<file path="src/rtl/adc_rd_pkg.sv">
package adc_rd_pkg;
  // Strobes from control to datapath, each valid for one system clock.
  typedef struct packed {
    logic clear;  // new run starts: next frame is not reported
    logic shift;  // rising shift-clock edge: capture serial bit
    logic done;   // frame ended: publish captured word
  } rdStrb_t;
endpackage

</file>
<file path="src/rtl/adc_rd_ctrl.sv">
module adc_rd_ctrl
  import adc_rd_pkg::*;
#(
  parameter int DATA_W      = 14,
  parameter int DIV_W       = 8,
  parameter int GAP_W       = 8,
  parameter int MIN_ACQ_CYC = 4
) (
  input  logic             clk,
  input  logic             rstN,
  input  logic             enable,
  input  logic [DIV_W-1:0] divCfg,
  input  logic [GAP_W-1:0] gapCfg,
  output logic             csN,
  output logic             sck,
  output rdStrb_t          strb
);
  localparam int FRAME_BITS = DATA_W + 2;
  localparam int BIT_W      = $clog2(FRAME_BITS + 1);
  localparam int TGT_W      = GAP_W + DIV_W + 2;

  typedef enum logic [1:0] {ST_IDLE, ST_CONV, ST_ACQ} rdState_t;

  rdState_t          state;
  logic [DIV_W-1:0]  phaseCnt;
  logic [BIT_W-1:0]  bitCnt;
  logic [TGT_W-1:0]  acqCnt;
  logic              sckR;

  logic              tick;
  logic              lastBit;
  logic [TGT_W-1:0]  halfPer;
  logic [TGT_W-1:0]  gapCyc;
  logic [TGT_W-1:0]  acqTarget;
  logic              acqDone;

  assign tick    = (phaseCnt >= divCfg);
  assign lastBit = (bitCnt == BIT_W'(FRAME_BITS));

  // Acquisition gap: programmed length, raised to the minimum window.
  always_comb begin
    halfPer   = TGT_W'(divCfg) + TGT_W'(1);
    gapCyc    = (TGT_W'(gapCfg) * halfPer) << 1;
    acqTarget = (gapCyc > TGT_W'(MIN_ACQ_CYC)) ? gapCyc : TGT_W'(MIN_ACQ_CYC);
    acqDone   = ((acqCnt + TGT_W'(1)) >= acqTarget);
  end

  always_comb begin
    strb.clear = (state == ST_IDLE) && enable;
    strb.shift = (state == ST_CONV) && tick && !sckR;
    strb.done  = (state == ST_CONV) && tick && sckR && lastBit;
  end

  always_ff @(posedge clk) begin
    if (!rstN) begin
      state    <= ST_IDLE;
      csN      <= 1'b1;
      sckR     <= 1'b0;
      phaseCnt <= '0;
      bitCnt   <= '0;
      acqCnt   <= '0;
    end else begin
      unique case (state)
        ST_IDLE: begin
          if (enable) begin
            state    <= ST_CONV;
            csN      <= 1'b0;
            sckR     <= 1'b0;
            phaseCnt <= '0;
            bitCnt   <= '0;
          end
        end
        ST_CONV: begin
          if (tick) begin
            phaseCnt <= '0;
            if (!sckR) begin
              sckR   <= 1'b1;
              bitCnt <= bitCnt + BIT_W'(1);
            end else begin
              sckR <= 1'b0;
              if (lastBit) begin
                csN    <= 1'b1;
                state  <= ST_ACQ;
                acqCnt <= '0;
              end
            end
          end else begin
            phaseCnt <= phaseCnt + DIV_W'(1);
          end
        end
        ST_ACQ: begin
          if (acqDone) begin
            if (enable) begin
              state    <= ST_CONV;
              csN      <= 1'b0;
              phaseCnt <= '0;
              bitCnt   <= '0;
            end else begin
              state <= ST_IDLE;
            end
          end else begin
            acqCnt <= acqCnt + TGT_W'(1);
          end
        end
        default: state <= ST_IDLE;
      endcase
    end
  end

  assign sck = sckR;

  // ---------------- checks ----------------
  logic             sckPrev;
  logic [BIT_W:0]   edgeCnt;
  logic [TGT_W-1:0] csHighCnt;
  logic             framesSeen;

  always_ff @(posedge clk) begin
    if (!rstN) begin
      sckPrev    <= 1'b0;
      edgeCnt    <= '0;
      csHighCnt  <= '0;
      framesSeen <= 1'b0;
    end else begin
      sckPrev <= sckR;
      if (csN) edgeCnt <= '0;
      else if (sckR && !sckPrev) edgeCnt <= edgeCnt + (BIT_W+1)'(1);
      if (csN) begin
        if (csHighCnt != '1) csHighCnt <= csHighCnt + TGT_W'(1);
      end else begin
        csHighCnt <= '0;
      end
      if (strb.done) framesSeen <= 1'b1;
    end
  end

  AST_SCK_IDLE_LOW: assert property (@(posedge clk) disable iff (!rstN)
    csN |-> !sck);
  AST_SIXTEEN_EDGES: assert property (@(posedge clk) disable iff (!rstN)
    $rose(csN) |-> (edgeCnt == (BIT_W+1)'(FRAME_BITS)));
  AST_ACQ_WINDOW: assert property (@(posedge clk) disable iff (!rstN)
    ($fell(csN) && framesSeen) |-> (csHighCnt >= TGT_W'(MIN_ACQ_CYC)));
  AST_CS_RISES_AT_END: assert property (@(posedge clk) disable iff (!rstN)
    strb.done |=> csN);
endmodule

</file>
<file path="src/rtl/adc_rd_dp.sv">
module adc_rd_dp
  import adc_rd_pkg::*;
#(
  parameter int DATA_W = 14
) (
  input  logic              clk,
  input  logic              rstN,
  input  logic              sdoIn,
  input  rdStrb_t           strb,
  output logic [DATA_W-1:0] sampleData,
  output logic              sampleValid,
  output logic              frameErr
);
  localparam int FRAME_BITS = DATA_W + 2;

  logic [FRAME_BITS-1:0] shiftReg;
  logic                  primed;
  logic                  padBad;

  assign padBad = shiftReg[FRAME_BITS-1] | shiftReg[0];

  always_ff @(posedge clk) begin
    if (!rstN) begin
      shiftReg    <= '0;
      primed      <= 1'b0;
      sampleData  <= '0;
      sampleValid <= 1'b0;
      frameErr    <= 1'b0;
    end else begin
      sampleValid <= 1'b0;
      frameErr    <= 1'b0;
      if (strb.shift) shiftReg <= {shiftReg[FRAME_BITS-2:0], sdoIn};
      if (strb.clear) primed <= 1'b0;
      if (strb.done) begin
        primed <= 1'b1;
        if (primed) begin
          sampleValid <= 1'b1;
          sampleData  <= shiftReg[FRAME_BITS-2:1];
          frameErr    <= padBad;
        end
      end
    end
  end

  AST_VALID_ONE_CYCLE: assert property (@(posedge clk) disable iff (!rstN)
    sampleValid |=> !sampleValid);
  AST_ERR_ONLY_WITH_VALID: assert property (@(posedge clk) disable iff (!rstN)
    frameErr |-> sampleValid);
  AST_NO_REPORT_AFTER_CLEAR: assert property (@(posedge clk) disable iff (!rstN)
    strb.clear |=> !sampleValid);
endmodule

</file>
<file path="src/rtl/sar_link_reader.sv">
module sar_link_reader
  import adc_rd_pkg::*;
#(
  parameter int DATA_W      = 14,
  parameter int DIV_W       = 8,
  parameter int GAP_W       = 8,
  parameter int MIN_ACQ_CYC = 4
) (
  input  logic              clk,
  input  logic              rstN,
  input  logic              enable,
  input  logic [DIV_W-1:0]  divCfg,
  input  logic [GAP_W-1:0]  gapCfg,
  input  logic              sdoIn,
  output logic              csN,
  output logic              sck,
  output logic [DATA_W-1:0] sampleData,
  output logic              sampleValid,
  output logic              frameErr
);
  rdStrb_t strb;

  adc_rd_ctrl #(
    .DATA_W(DATA_W), .DIV_W(DIV_W), .GAP_W(GAP_W), .MIN_ACQ_CYC(MIN_ACQ_CYC)
  ) u_ctrl (
    .clk(clk), .rstN(rstN), .enable(enable), .divCfg(divCfg), .gapCfg(gapCfg),
    .csN(csN), .sck(sck), .strb(strb)
  );

  adc_rd_dp #(.DATA_W(DATA_W)) u_dp (
    .clk(clk), .rstN(rstN), .sdoIn(sdoIn), .strb(strb),
    .sampleData(sampleData), .sampleValid(sampleValid), .frameErr(frameErr)
  );
endmodule

</file>
<file path="config.mk">
export PLATFORM = sky130hd
export DESIGN_NAME = sar_link_reader
export DESIGN_NICKNAME = d
export VERILOG_FILES = /design/src/rtl/adc_rd_pkg.sv /design/src/rtl/adc_rd_ctrl.sv /design/src/rtl/adc_rd_dp.sv /design/src/rtl/sar_link_reader.sv
export SDC_FILE = /design/constraint.sdc
export NUM_CORES = 1
export LEC_CHECK = 0
export ABC_AREA = 1
export BUFFER_PORTS_ARGS = -buffer_cell sky130_fd_sc_hd__buf_2
export CAP_MARGIN = 30
export CORE_MARGIN = 2
export CORE_UTILIZATION = 45
export DETAILED_ROUTE_END_ITERATION = 8
export GPL_TIMING_DRIVEN = 0
export SYNTH_ARGS = -nofsm -noshare
export SYNTH_HDL_FRONTEND = slang
export SYNTH_SLANG_ARGS = --single-unit
</file>
<file path="constraint.sdc">
create_clock -name clk -period 8.5 [get_ports clk]
set_input_delay 1.7 -clock clk [delete_from_list [all_inputs] [get_ports clk]]
set_output_delay 1.7 -clock clk [all_outputs]
set_load 0.005 [all_outputs]
</file>
==> qor.csv, run 1 <==
metric;value;unit
r2r-start;u_ctrl.acqCnt[1];
tns;0;ps
drv_cap;0;
cts_max_level;3;
ys_ff_latch;68;
rsz0062_at_grt;no;
area_growth;11.2;%
r2r_slack;5440;ps
cts-root-buf;clkbuf_16;
start_util;45.6;%
synthesis.area;0.00658;mm^2
track_usage;19.4;%
drc;0;
clock_power_share;26.8;%
critPathLaunch;divCfg[0];
ys_types;43;
status;finished, final reports clean;
cts_tree;built;
grt_max_degree;14;
antenna_left;0;
via_per_inst;4.83;
pin_count;38;
grt_pass1_wl;25500;um
die_h;125;um
port_buffers;37;
p_switching;0.000589;W
cts_buffer_depth;2;
holdBufCountCts;0;
worstSetupPathType;in2reg;
intPower;0.000807;W
drt-pass1-iter-count;5;
finalClockSkew;7.00;ps
cts_buffers;9;
arrival;8050;ps
die-area;0.0156;mm^2
clock_latency;330;ps
drive_above_1_share;10.1;%
power.density;191;mW/mm^2
nFillCells;1480;
finalHoldViolations;0;
swShare;42.2;%
combPwrFrac;49.7;%
crit_path_end_kind;flop;
layout_common_cells;213 x nand2_1, 163 x inv_1, 153 x nor2_1;
grt.overflow.total;0;
path_clk_slew;60;ps
mostFrequentLayoutCell;nand2_1;
timing.fmax;127;MHz
grt_antenna_before_repair;0;
ir_drop;0.000133;V
cpPeakStageDelay;560;ps
post-route-period-util;92.4;%
p_seq_share;23.5;%
total_power;0.00140;W
num_vias;5757;
place_congestion;0.877;
nNetsFinal;1132;
slew_headroom;62.7;%
syn_area_per_cell;6.88;um^2
dp_hpwl;11700;um
hold_class;reg2reg;
synth_largest_area_cell;dfxtp_1;
ys_top_cells_by_area;dfxtp_1 21%, fa_1 13%, ha_1 13%, nand2_1 12%, inv_1 9.3%;
dieWidth;125;um
p_leak;3.80;nW
insertedDiodeCount;0;
worstMarginPinSlew;559;ps
cts_setup_buffers;0;
synth_top_area_share;20.7;%
drv_slew;0;
routed_wl;14600;um
row_count;44;
hold_start;u_ctrl.csN;
slowest_stage;fa_1;
start_kind;input pin;
cp.required;8700;ps
crit_fanout;10;
syn_inst;955;
seq_area_frac_synth;20.7;%
drt_iter0_drc;212;
finalSetupViolations;0;
syn-num-nets;1084;
grt_pass1_vias;5474;
wire_per_inst;12.2;um
clock-sinks;68;
crit_top_cell;nand2_1;
min_period;7850;ps
yosysWarnings;0;
core;0.0144;mm^2
per-layer routing:
layer / global-route usage (%) / up-vias / share of wire [%]
met2: 32.4 / 77 / 47
li1: - / 3076 / -
met1: 27.2 / 2598 / 50
met5: 0 / - / 0
met3: 2.53 / 6 / 2.9
met4: 3.86 / 0 / 0.51
worst max-delay path: cells and delay by family:
family,cells,cell delay (ps)
AO/OA/AOI/OAI,4,550
adder cells (fa/ha/maj),7,2860
AND/OR/NAND/NOR,21,2210
buffers and inverters,7,700
through the flow:
step / util [%] / hold WS, ps / worst slack [ps] / instances / area (um^2)
finish: 50.7 / 455 / 647 / 1192 / 7310
global route: 50.7 / 483 / 13.1 / 1192 / 7310
CTS: 50.5 / 458 / 423 / 1192 / 7290
detailed placement: 48.5 / 444 / 87.2 / 1176 / 6990
global placement: 48.5 / 446 / 106 / 1176 / 6990
floorplan: - / 428 / 1290 / 955 / 6580
layout make-up:
type                    instances  area, um^2  share of cell area (%)
repair buffers                 37         185                    2.53
clock inverters                 7        75.1                    1.03
multi-input cells             697        4480                    61.3
clock buffers                   9         225                    3.08
inverters                     170         638                    8.73
flip-flops and latches         68        1360                    18.6
well taps                     184         230                    3.15
plain buffers                  20         113                    1.54
state kept, by name (all words and copies together) (netlist names):
name	cells
u_ctrl.csN	1
u_ctrl.acqCnt	18
u_ctrl.bitCnt	5
u_ctrl.state	2
u_dp.primed	1
u_ctrl.sck	1
u_dp.sampleData	14
u_ctrl.phaseCnt	8
u_dp.shiftReg	16
u_dp.frameErr	1
u_dp.sampleValid	1
synthesized netlist by cell type, drive strengths merged:
library cell,n
nand3,37
nor2b,1
clkinv,1
o21ai,43
o21bai,2
nand3b,19
a21oi,50
nor2,162
a21o,1
dfxtp,68
o211ai,1
nor3,11
clkbuf,9
fa,42
xor2,13
o31ai,1
inv,169
xnor2,3
ha,67
a31o,1
a31oi,1
nand4,19
buf,11
nand2,217
or2,3
o21a,3
power groups by stage:
stage	sequential [W]	combinational, W	clock [W]
floorplan	0.000334	0.000549	0
global placement	0.000335	0.000695	0
detailed placement	0.000335	0.000697	0
CTS	0.000328	0.000704	0.000385
global route	0.000328	0.000830	0.000397
finish	0.000328	0.000694	0.000374
final timing paths:
check | endpoint | depth (start not counted)
worst max-delay path | u_ctrl.acqCnt[8] | 39
worst min-delay path | u_ctrl.csN | 2
worst max register to register | u_ctrl.acqCnt[10] | 19
worst min register to register | u_ctrl.csN | 2
cells by family (layout without fill, tap and decap cells):
logic type | count (synthesis) | in the layout | synth area share (%)
fa+ha+maj | 109 | 109 | 25.5
compound gates | 103 | 103 | 8.28
buf+inv | 190 | 243 | 11.4
simple gates | 469 | 469 | 31.9
flops | 68 | 68 | 20.7
xor+xnor | 16 | 16 | 2.13
what timing repair did:
item / in CTS / in global routing
endpoints found under the setup margin: 0 / 26
endpoints found under the hold margin: 0 / 0
resized for setup: 0 / 3
Note: power is estimated with default switching activity, not from simulation.
==> inputs of run 2 (changes only) <==
Settings changed: CORE_UTILIZATION 45 to 30, SKIP_CTS_REPAIR_TIMING set to 1.
==> run 2 against run 1 <==
- cell count grew 8.1%
- sequential share of layout area is 0.34 points lower
- count of clock-buffer cells in the layout did not move
- non-clock buffer count stayed put
- global-route usage fell by 6.1 points
- die area is 48% higher
- first-iteration DRC count up 25%
- clock power is 2% higher
- fmax increased by 0.13%
- critical endpoint unchanged
- largest cell class unchanged
==> qor.csv, run 2 (same netlist as run 1, synthesis figures left out) <==
metric;value;unit;change
tns;0;ps;unchanged
dieWidth;152;um;+22%
utilization;34.3;%;-16 points
met1Wirelength;7510;um;+3.3%
ir_drop;0.0000852;V;-36%
worstSetupPathType;in2reg;;
grt_pass1_wl;26300;um;+3.2%
grt_antenna_before_repair;0;;unchanged
top_layer_used;met4;;
insertedDiodeCount;0;;unchanged
grt_max_degree;15;;+1
port_buffers;37;;unchanged
finalSetupViolations;0;;unchanged
via_per_inst;4.53;;-6.2%
routed_wl;14900;um;+1.8%
die_h;152;um;+22%
wire_per_inst;11.5;um;-5.7%
drv_slew;0;;unchanged
track_usage;13.3;%;-6.1 points
status;finished, final reports clean;;
area_growth;13.2;%;
clock-sinks;68;;unchanged
hold_class;reg2reg;;
crit_fanout;10;;unchanged
dpl_worst_slack;159;ps;+71.7 ps
grt.overflow.total;0;;unchanged
drive_above_1_share;10.0;%;-0.099 points
layout_common_cells;213 x nand2_1, 163 x inv_1, 154 x nor2_1;;
cts_buffers;9;;unchanged
antenna_left;0;;unchanged
largest_reg_flops;18;;unchanged
setup_slack;657;ps;+10.1 ps
crit_path_end_kind;flop;;
power.density;189;mW/mm^2;-1.2%
place_congestion;0.797;;-9.2%
drc;0;;unchanged
drt_iter0_drc;264;;+25%
clock_latency;340;ps;about the same
cts-root-buf;clkbuf_16;;
row_count;54;;+23%
finalHoldViolations;0;;unchanged
core;0.0217;mm^2;+50%
p_leak;3.81;nW;+0.11%
met3WireLength;507;um;+22%
slew_headroom;60.5;%;-2.3 points
mostFrequentLayoutCell;nand2_1;;
slowest_stage;fa_1;;
start_util;30.3;%;-15 points
holdPathStages;2;;unchanged
start_kind;input pin;;
num_vias;5833;;+1.3%
dp_hpwl;12200;um;+3.5%
largest_register;u_ctrl.acqCnt;;
min_period;7840;ps;-10.1 ps
post-route-period-util;92.3;%;-0.12 points
worstMarginPinSlew;593;ps;+33.9 ps
cts_buffer_depth;2;;unchanged
holdWs;456;ps;+1.46 ps
met2_length;6710;um;-1.8%
nNetsFinal;1132;;unchanged
pin_count;38;;unchanged
cpPeakStageDelay;550;ps;about the same
top_regs;u_ctrl.acqCnt x18, u_dp.shiftReg x16, u_dp.sampleData x14;;
cts_max_level;3;;unchanged
cp.required;8700;ps;about the same
crit_top_cell;nand2_1;;
timing.fmax;128;MHz;+0.13%
finalClockSkew;6.60;ps;-0.406 ps
drt-pass1-iter-count;4;;-1
arrival;8050;ps;about the same
ff2ff_path_depth;19;;unchanged
drv_cap;0;;unchanged
die-area;0.0231;mm^2;+48%
path_clk_slew;60;ps;about the same
r2r_slack;5440;ps;about the same
grt_pass1_vias;5685;;+3.9%
cts_tree;built;;
## run 2: area by class of cell
cell class              instances  area (um^2)
multi-input cells             697         4480
clock inverters                 7         82.6
repair buffers                 37          188
flip-flops and latches         68         1360
well taps                     280          350
clock buffers                   9          225
inverters                     170          638
plain buffers                  20          113
fillers                      2362        14200
## run 2: per-stage QoR
| step | power (W) | std cells | cell area (um^2) |
|---|---|---|---|
| 3_3_place_gp | 0.00102 | 1272 | 7110 |
| 2_1_floorplan | 0.000882 | 955 | 6580 |
| 4_1_cts | 0.00142 | 1288 | 7420 |
| 3_5_place_dp | 0.00103 | 1272 | 7110 |
| 6_report | 0.00140 | 1288 | 7440 |
| 5_1_grt | 0.00156 | 1288 | 7440 |
## run 2: worst max-delay path, delay by kind of cell
family                   cells  cell delay (ps)
AO/OA/AOI/OAI                4              550
adder cells (fa/ha/maj)      7             2850
buffers and inverters        7              700
AND/OR/NAND/NOR             21             2240
## run 2: worst paths after layout
| check | startpoint | to |
|---|---|---|
| worst max-delay path | divCfg[0] | u_ctrl.acqCnt[8] |
| worst min-delay path | u_ctrl.csN | u_ctrl.csN |
| worst max register to register | u_ctrl.acqCnt[1] | u_ctrl.acqCnt[8] |
| worst min register to register | u_ctrl.csN | u_ctrl.csN |
## run 2: power by group
part           leakage [nW]  internal (W)  switching, W
sequential            0.549      0.000324    0.00000449
combinational          3.11      0.000256      0.000439
clock                 0.151      0.000231      0.000150
total                  3.81      0.000811      0.000594
## run 2: metal layers
metal  global-route usage [%]  vias up
met2                     21.5       82
met5                        0        -
met3                     2.00       10
li1                         -     3074
met1                     18.5     2667
met4                     3.65        0
==> inputs of run 3 (changes only) <==
Settings changed: BUFFER_PORTS_ARGS -buffer_cell sky130_fd_sc_hd__buf_2 to -buffer_cell sky130_fd_sc_hd__buf_4.
==> run 3 against run 2 <==
- register-to-register slack improved by 20 ps
- critical path depth down 2
- clock skew about the same
- sequential cell count unchanged
- via count up 0.84%
- critical path type unchanged
- largest cell class unchanged
==> qor.csv, run 3 (same netlist as run 1, synthesis figures left out) <==
metric;value;unit;change
slowest_stage;xor2_1;;
arrival;8110;ps;+60 ps
clock_latency;330;ps;about the same
via_per_inst;4.57;;+0.84%
holdWs;454;ps;-1.58 ps
path_clk_slew;60;ps;about the same
utilization;34.6;%;+0.32 points
area_growth;14.3;%;
routed_wl;15000;um;+1.0%
setup_slack;595;ps;-62.2 ps
cts_max_level;3;;unchanged
start_kind;input pin;;
met3WireLength;647;um;+28%
drv_cap;0;;unchanged
intPower;0.000814;W;+0.40%
swShare;42.5;%;+0.21 points
clock-sinks;68;;unchanged
post-route-period-util;93.0;%;+0.73 points
ff2ff_path_depth;19;;unchanged
start_util;30.3;%;unchanged
crit_top_cell;nand2_1;;
rsz0062_at_grt;no;;
core;0.0217;mm^2;unchanged
grt_pass1_vias;5546;;-2.4%
power.density;188;mW/mm^2;-0.18%
timing.fmax;127;MHz;-0.79%
crit_fanout;10;;unchanged
cts_buffers;9;;unchanged
combPwrFrac;49.6;%;about the same
place_congestion;0.816;;+2.5%
layout_common_cells;213 x nand2_1, 163 x inv_1, 154 x nor2_1;;
p_switching;0.000601;W;+1.3%
grt.overflow.total;0;;unchanged
cp.required;8710;ps;about the same
mostFrequentLayoutCell;nand2_1;;
finalSetupViolations;0;;unchanged
dp_cells;1272;;unchanged
wire_per_inst;11.7;um;+1.0%
p_seq_share;23.2;%;-0.2 points
row_count;54;;unchanged
pin_count;38;;unchanged
p_leak;3.82;nW;+0.23%
drt-pass1-iter-count;5;;+1
dieWidth;152;um;unchanged
insertedDiodeCount;0;;unchanged
top_regs;u_ctrl.acqCnt x18, u_dp.shiftReg x16, u_dp.sampleData x14;;
met2_length;6720;um;+0.19%
dpl_worst_slack;223;ps;+63.6 ps
fin_cells;1288;;unchanged
largest_reg_flops;18;;unchanged
cts_tree;built;;
holdPathStages;2;;unchanged
finalClockSkew;6.72;ps;+0.124 ps
die-area;0.0231;mm^2;unchanged
finalHoldViolations;0;;unchanged
met1Wirelength;7400;um;-1.6%
grt_pass1_wl;26000;um;-1.1%
top_layer_used;met4;;
status;finished, final reports clean;;
num_vias;5882;;+0.84%
port_buffers;37;;unchanged
dp_hpwl;12100;um;-0.30%
cpPeakStageDelay;610;ps;+60 ps
drive_above_1_share;9.82;%;-0.20 points
drc;0;;unchanged
worstMarginPinSlew;730;ps;+137 ps
grt_antenna_before_repair;0;;unchanged
min_period;7910;ps;+62.2 ps
grt_max_degree;15;;unchanged
crit_path_end_kind;flop;;
antenna_left;0;;unchanged
nFillCells;2336;;-1.1%
slew_headroom;51.2;%;-9.3 points
seq_area;0.00136;mm^2;unchanged
clock_power_share;27.3;%;+0.2 points
ir_drop;0.0000772;V;-9.3%
tns;0;ps;unchanged
cts-root-buf;clkbuf_16;;
drt_iter0_drc;260;;-1.5%
track_usage;13.2;%;-0.12 points
drv_slew;0;;unchanged
die_h;152;um;unchanged
hold_class;reg2reg;;
largest_register;u_ctrl.acqCnt;;
multi_input_area;0.00446;mm^2;-0.47%
nNetsFinal;1132;;unchanged
worstSetupPathType;in2reg;;
cts_buffer_depth;2;;unchanged
[run 3: cell count changes in the layout (fill, tap and decap cells not counted), sizes merged]
| cell | delta |
|---|---|
| clkinvlp | +1 |
| clkinv | -2 |
| clkbuf | -1 |
| buf | +1 |
| inv | +1 |
[run 3: per-stage QoR]
stage,area [um^2],power (W)
final,7510,0.00142
after floorplan,6580,0.000882
after detailed placement,7200,0.00104
after global placement,7200,0.00103
after global routing,7510,0.00156
after CTS,7510,0.00143
[run 3: worst max-delay path, delay by kind of cell]
kind | cells | cell delay, ps
adders and majority gates | 7 | 2820
buffers and inverters | 6 | 580
xor gates and xnor gates | 1 | 610
AOI/OAI and AO/OA | 3 | 390
and+or+nand+nor | 20 | 2030
[run 3: final timing paths]
| path | startpoint | to | slack [ps] |
|---|---|---|---|
| worst min-delay path | u_ctrl.csN | u_ctrl.csN | 450 |
| worst max register to register | u_ctrl.acqCnt[1] | u_ctrl.acqCnt[10] | 5460 |
| worst min register to register | u_ctrl.csN | u_ctrl.csN | 450 |
| worst max-delay path | divCfg[0] | u_ctrl.acqCnt[10] | 590 |
[run 3: area by class of cell]
cell class / instances / share of cell area, %
clock inverter: 7 / 1.12
timing repair buffer: 37 / 3.70
buffer: 20 / 1.50
multi-input combinational: 697 / 59.4
tap: 280 / 4.66
inverter: 170 / 8.49
clock buffer: 9 / 3.00
sequential: 68 / 18.1
[run 3: layer usage]
metal / GRT usage (%) / vias to the layer above
met2: 21.0 / 117
met3: 1.74 / 18
met4: 3.56 / 0
li1: - / 3084
met5: 0 / -
met1: 18.7 / 2663
[run 3: power by group through the flow]
stage / combinational, W / clock (W) / sequential [W]
after floorplan: 0.000549 / 0 / 0.000334
after global placement: 0.000692 / 0 / 0.000335
after detailed placement: 0.000700 / 0 / 0.000335
after CTS: 0.000708 / 0.000394 / 0.000328
after global routing: 0.000825 / 0.000411 / 0.000328
final: 0.000701 / 0.000386 / 0.000328
